File: config.mk
export PLATFORM = sky130hd
export DESIGN_NAME = bitfield_unit
export DESIGN_NICKNAME = d
export VERILOG_FILES = /design/src/rtl/bitfield_pkg.sv /design/src/rtl/bitfield_pos_sel.sv /design/src/rtl/bitfield_mask.sv /design/src/rtl/bitfield_extract.sv /design/src/rtl/bitfield_unit.sv
export SDC_FILE = /design/constraint.sdc
export NUM_CORES = 1
export LEC_CHECK = 0
export CORE_ASPECT_RATIO = 1.5
export CORE_MARGIN = 1.5
export CORE_UTILIZATION = 23
export DETAILED_ROUTE_END_ITERATION = 12
export DONT_BUFFER_PORTS = 1
export GPL_TIMING_DRIVEN = 0
export SETUP_SLACK_MARGIN = 0.1
export SLEW_MARGIN = 20
export SYNTH_ARGS = -nofsm -noshare
export SYNTH_HDL_FRONTEND = slang
export SYNTH_SLANG_ARGS = --single-unit
File: constraint.sdc
create_clock -name clk -period 0.9 [get_ports clk]
set_input_delay 0.18 -clock clk [delete_from_list [all_inputs] [get_ports clk]]
set_output_delay 0.18 -clock clk [all_outputs]
set_load 0.05 [all_outputs]
File: src/rtl/bitfield_pkg.sv
package bitfield_pkg;
  typedef enum logic [1:0] {
    BF_CLEAR = 2'd0,
    BF_SET   = 2'd1,
    BF_SEXT  = 2'd2,
    BF_ZEXT  = 2'd3
  } bf_op_e;
endpackage

File: src/rtl/bitfield_pos_sel.sv
module bitfield_pos_sel #(
  parameter int W     = 32,
  parameter int POS_W = 5
) (
  input  logic             use_reg,
  input  logic [POS_W-1:0] imm_a,
  input  logic [POS_W-1:0] imm_b,
  input  logic [W-1:0]     src1,
  output logic [POS_W-1:0] pos_a,
  output logic [POS_W-1:0] pos_b,
  output logic             stray
);
  localparam int SEL_W = 2 * POS_W;

  always_comb begin
    if (use_reg) begin
      pos_b = src1[POS_W-1:0];
      pos_a = src1[SEL_W-1:POS_W];
      stray = |src1[W-1:SEL_W];
    end else begin
      pos_b = imm_b;
      pos_a = imm_a;
      stray = 1'b0;
    end
  end
endmodule

File: src/rtl/bitfield_mask.sv
module bitfield_mask #(
  parameter int W     = 32,
  parameter int POS_W = 5
) (
  input  logic [POS_W-1:0] lo,
  input  logic [POS_W-1:0] hi,
  output logic [W-1:0]     mask
);
  logic ordered;
  assign ordered = (hi >= lo);

  for (genvar i = 0; i < W; i++) begin : g_bit
    localparam logic [POS_W-1:0] IDX = POS_W'(i);
    assign mask[i] = ordered && (IDX >= lo) && (IDX <= hi);
  end
endmodule

File: src/rtl/bitfield_extract.sv
module bitfield_extract #(
  parameter int W     = 32,
  parameter int POS_W = 5
) (
  input  logic [W-1:0]     data,
  input  logic [POS_W-1:0] shl,
  input  logic [POS_W-1:0] shr,
  input  logic             signed_mode,
  output logic [W-1:0]     result
);
  logic [W-1:0] left;

  always_comb begin
    left = data << shl;
    if (signed_mode) result = W'($signed(left) >>> shr);
    else             result = left >> shr;
  end
endmodule

File: src/rtl/bitfield_unit.sv
module bitfield_unit #(
  parameter int W = 32
) (
  input  logic         clk,
  input  logic         rst_n,
  input  logic         in_valid,
  input  logic [1:0]   op,
  input  logic         use_reg,
  input  logic [4:0]   imm_a,
  input  logic [4:0]   imm_b,
  input  logic [31:0]  src1,
  input  logic [31:0]  src2,
  output logic [31:0]  dst,
  output logic         out_valid,
  output logic         bad_operand
);
  import bitfield_pkg::*;
  localparam int POS_W = $clog2(W);

  logic [POS_W-1:0] pos_a, pos_b;
  logic             stray;
  logic [W-1:0]     mask, ext_res;
  logic [W-1:0]     dst_d;
  logic             bad_d;
  bf_op_e           op_e;

  assign op_e = bf_op_e'(op);

  bitfield_pos_sel #(.W(W), .POS_W(POS_W)) u_sel (
    .use_reg(use_reg), .imm_a(imm_a), .imm_b(imm_b), .src1(src1),
    .pos_a(pos_a), .pos_b(pos_b), .stray(stray)
  );

  bitfield_mask #(.W(W), .POS_W(POS_W)) u_mask (
    .lo(pos_a), .hi(pos_b), .mask(mask)
  );

  bitfield_extract #(.W(W), .POS_W(POS_W)) u_ext (
    .data(src2), .shl(pos_a), .shr(pos_b),
    .signed_mode(op_e == BF_SEXT), .result(ext_res)
  );

  // next-state
  always_comb begin
    unique case (op_e)
      BF_CLEAR: dst_d = src2 & ~mask;
      BF_SET:   dst_d = src2 | mask;
      default:  dst_d = ext_res;
    endcase
    bad_d = stray;
  end

  // registers; in_valid is the clock enable for the result
  always_ff @(posedge clk or negedge rst_n) begin
    if (!rst_n) begin
      dst         <= '0;
      bad_operand <= 1'b0;
      out_valid   <= 1'b0;
    end else begin
      out_valid <= in_valid;
      if (in_valid) begin
        dst         <= dst_d;
        bad_operand <= bad_d;
      end
    end
  end
endmodule

Word-level counts from Yosys, hierarchy flattened

Cells that the tools add are included.

Equal/unequal tests: 2
Bitwise gates (word level): 3
Order comparisons: 65
Reduce and logical (&&, ||, !) cells: 66
Shifts and indexed selects: 3
Multiplexer cells: 5

Operators with widths:

| operator             | count |
|---|---|
| $ge A5 B5 Y1 const A | 16 |
| $le A5 B5 Y1 const A | 16 |
| $logic_and A1 B1 Y1  | 64 |
| $pmux W32 S2         | 1 |
| $ge A4 B5 Y1 const A | 8 |
| $le A4 B5 Y1 const A | 8 |
| $and A32 B32 Y32     | 1 |
| $mux W32             | 1 |
| $not A32 Y32         | 1 |
| $or A32 B32 Y32      | 1 |
| $shl A32 B5 Y32      | 1 |
| $shr A32 B5 Y32      | 1 |
| $sshr A32 B5 Y32     | 1 |
| $reduce_or A22 Y1    | 1 |
| $ge A3 B5 Y1 const A | 4 |
| $le A3 B5 Y1 const A | 4 |
| $ge A1 B5 Y1 const A | 2 |
| $ge A2 B5 Y1 const A | 2 |
| $le A1 B5 Y1 const A | 2 |
| $le A2 B5 Y1 const A | 2 |
| $mux W5              | 2 |
| $ge A5 B5 Y1         | 1 |
| $eq A2 B1 Y1 const B | 1 |
| $eq A2 B2 Y1 const B | 1 |
| 2 further kinds      | 2 |

Bits of input ports: 80
Output and inout bits: 34
Register bits: 34

Depth between registers and ports, before layout

Word-level depth: 7
Mapped depth: 18
Depth with buffers taken out: 13

Cells and area by module

A second synthesis with hierarchy kept.

Cells, all modules: 985
Area total of the unflattened synthesis: 8,029.0 um2

By module, submodules not included:

| module           | area each (um2) | sequential area each (um2) | cells an instance | instances |
|---|---|---|---|---|
| bitfield_extract | 5,068.6         | 0.0                        | 674               | 1 |
| bitfield_unit    | 2,043.2         | 850.8                      | 183               | 1 |
| bitfield_mask    | 749.5           | 0.0                        | 110               | 1 |
| bitfield_pos_sel | 167.7           | 0.0                        | 18                | 1 |

Worst setup path after synthesis

No wires, ideal clock.

Path type: input port to flip-flop
Start point: input use_reg
End point: register dst[12]
Stages on the path: 18
Data required time: 768 ps
Slack: -3,106 ps
Arrival: 3,874 ps
Cell sequence: buf_4 > mux2_2 > inv_1 > clkbuf_1 > buf_1 > buf_1 > ha_1 > nand2b_1 > a21o_1 > a21o_1 > a21o_1 > a21oi_1 > nor2_1 > clkbuf_1 > o221ai_1 > mux2_2 > a22oi_1 > o21ai_1

Word-level cells in the longest chain between the ends: 7
Elaborated cells between the ends (all ways): 15
Classes of those cells: 3 x order compare; 3 x shift; 4 x mux; 3 x bitwise; 2 x reduce/logical

RTL lines:

| item                                                                    | RTL line            | RTL |
|---|---|---|
| start: declaration                                                      | bitfield_unit.sv:8  | `input logic use_reg,` |
| parallel branches: the longest is 6 deep, another holds $shl A32 B5 Y32 | --                  |  |
| $pmux W32 S2 *                                                          | bitfield_unit.sv:45 | `unique case (op_e)` |
| end signal: assignment                                                  | bitfield_unit.sv:62 | `dst <= dst_d;` |
| end: declaration                                                        | bitfield_unit.sv:13 | `output logic [31:0] dst,` |

Every way passes the cells marked *.
A chain may end at the register's enable or synchronous reset.

Final worst setup path

Start point: input use_reg
End point: register dst[7]

Word-level cells in the longest chain between the ends: 7
Elaborated cells between the ends (all ways): 15
Classes of those cells: 3 x order compare; 3 x shift; 4 x mux; 3 x bitwise; 2 x reduce/logical

RTL lines:

| item                                                                    | RTL line |
|---|---|
| parallel branches: the longest is 6 deep, another holds $shl A32 B5 Y32 | -- |
| $pmux W32 S2 *                                                          | bitfield_unit.sv:45 |

Marked as above.

==> flow_summary.ini <==
[timing]
tightest_slew_ps = 947
post-route-period-util = 3.39
period_needed_ps = 3050
maxSlewHeadroom = 0.367
setup_slack_ps = -2150
rsz0062_at_grt = true
setup_viol = 67
clock_skew_ps = 0
whs_ps = -419
clock.fmax_ghz = 0.327
setup_tns_ps = -66400
timing_hold_violations_final = 34
drv_slew = 0

[run_status]
status = finished, violations left
violations = negative hold slack, negative setup slack

[detailed_routing]
vias_per_cell = 6.73
drtPass1Iterations = 5
vias = 8764
drt_iter0_markers = 924
drt.antenna.violating_nets = 0
wl_um = 43900
wl_per_cell_um = 33.7
drc = 0

[clocking]
cts_root_buffer = clkbuf_16
insertion_delay_ps = 290
cts_hold_buf = 1
cts_inserted_buffers = 5
cts_tree = done
h-tree-depth = 2
cts.clk_slew.worst_paths_ps = 50
cts_sinks = 34
clock_path_buffers = 2

[synthesis]
synth_flop_cell = dfrtp_1
synth_area_um2 = 6240
synth_cell_types = 74
yosys.area.top_type = dfrtp_1
synthArstFlopShare = 1.00
synth.top_cells.by_area = dfrtp_1 14%, mux2i_1 12%, nand2_1 6.0%
synth.most_common_cell = nand2_1
synth_edf_count = 0
syn_nets = 945
synthTopCellsByCount = 99 x nand2_1, 83 x nor2_1, 73 x mux2i_1
ys_seq_elements = 34
synth_top_area_frac = 0.136
ys_seq_area_frac = 0.136
ys_warn_count = 0
synthCells = 860
avgSynthCellArea_um2 = 7.25

[placement]
dp_worst_setup_slack_ps = -3160
portBuffers = 0
place_area_um2 = 6950
place.gp.congestion = 1.08
dpl.cell_count = 1197
detailed_place_hpwl_um = 33100

[layout]
nNetsFinal = 1049
area_growth_pct = 58.6
final_area_um2 = 9890
fillCellCount = 2698
final_core_util = 0.372
diodes = 0
final_cells = 1302
drive_above_1_share = 0.490

[critical_path]
endpoint_kind = register
path_max_fanout = 7
worstPathRequired_ps = 1070
start_kind = input port
cp.arrival_ps = 3230
crit_type = in2reg

[global_route]
antenna_found_initial = 0
grt_use_total = 0.312
grt_max_degree = 35
grt_pass1_wl_um = 63100
grt_pass1_vias = 8858
globalRouteOverflowTotal = 0

[power_and_ir_drop]
p_comb_frac = 0.659
clockPowerShare = 0.129
seqPwrFrac = 0.212
p_sw_mw = 7.17
fin_total_pwr_mw = 13.7
leakage_nw = 3.46
power_density_nw_per_um2 = 1380
ir_drop_mv = 1.25
swShare = 0.525
internal_power_mw = 6.48

[floorplanning]
rows = 73
start_util = 0.235
die_x_um = 137
num_io_pins = 114
core_um2 = 26600
die_area_um2 = 28100
die_h_um = 205

[min_path]
hp-class = in2async

[flow_run]
maxCapViolations = 0
==> worst max-delay path, cell delays in order <==
cell and delay [ps]:
mux2i_4 180, inv_6 140, buf_6 150, buf_4 110, mux4_2 540, mux2i_4 280, o22ai_4 160, o32ai_4 380
mux2i_1 140, mux2i_2 350, a31oi_2 240, a221o_1 370
==> worst paths after layout <==
check                           depth (start not counted)     endpoint      from  slack (ps)
worst max register to register                          3       dst[0]    dst[0]        -310
min in group clk                                        2  bad_operand  src1[17]         100
worst max-delay path                                   12       dst[7]   use_reg       -2150
worst min-delay path                                    0       dst[9]     rst_n        -420
worst min register to register                          2      dst[30]   dst[30]         690
max in group asynchronous                               0      dst[21]     rst_n        1210
==> repair_timing <==
action                                 CTS  global route
cloned                                   3             1
setup endpoints to repair               67            67
setup buffers                           79            13
endpoints found under the hold margin   35            34
resized for setup                      363            87
pin swaps                               62            40
==> placed cells by master (no fill, tap or decap), drive strengths merged, types with 11 or more instances in the layout <==
cell type,synthesis,layout
a211oi,11,11
mux4,11,11
clkbuf,47,51
nand3,36,36
a22oi,41,41
o22ai,26,26
inv,15,15
buf,28,126
mux2i,74,74
dfrtp,34,34
o21ai,49,49
mux2,24,24
o2bb2ai,11,11
a21oi,53,53
nor3,17,17
nor4,12,12
nor2,86,86
a31oi,20,20
nand2,99,99
o211ai,15,15
==> cells by family after synthesis <==
kind of cell / count (synthesis) / synth area share
adder cells (fa/ha/maj): 5 / 0.0100
multiplexers: 109 / 0.202
buffers and inverters: 92 / 0.0650
flip-flops: 34 / 0.136
AO/OA/AOI/OAI: 342 / 0.389
AND/OR/NAND/NOR: 278 / 0.197
==> metal layers <==
| metal | global-route usage | vias to the layer above | part of all wire |
|---|---|---|---|
| li1 | - | 3642 | - |
| met3 | 0.0530 | 226 | 0.075 |
| met5 | 0 | - | 0 |
| met2 | 0.533 | 565 | 0.48 |
| met4 | 0.238 | 0 | 0.11 |
| met1 | 0.340 | 4331 | 0.34 |
==> power groups by stage <==
stage	Clock (mW)	Sequential [mW]	Combinational, mW
2_1_floorplan	0	2.77	3.90
3_3_place_gp	0	2.86	6.00
3_5_place_dp	0	2.86	5.92
4_1_cts	1.76	2.89	8.16
5_1_grt	1.83	2.93	9.30
6_report	1.76	2.89	9.00
==> layout make-up <==
| cell class | instances | area, um^2 | area share |
|---|---|---|---|
| multi-input cells | 734 | 6820 | 0.689 |
| plain buffers | 75 | 648 | 0.0655 |
| repair buffers | 97 | 867 | 0.0876 |
| clock inverters | 1 | 5.00 | 0.000506 |
| inverters | 17 | 95.1 | 0.00961 |
| clock buffers | 7 | 143 | 0.0144 |
| well taps | 337 | 422 | 0.0426 |
| flip-flops and latches | 34 | 893 | 0.0903 |
==> sequential cells by signal, summed over array words and instances, names as in the netlist <==
signal       count
bad_operand      1
out_valid        1
dst             32
Power figures use the tool's default switching activity.
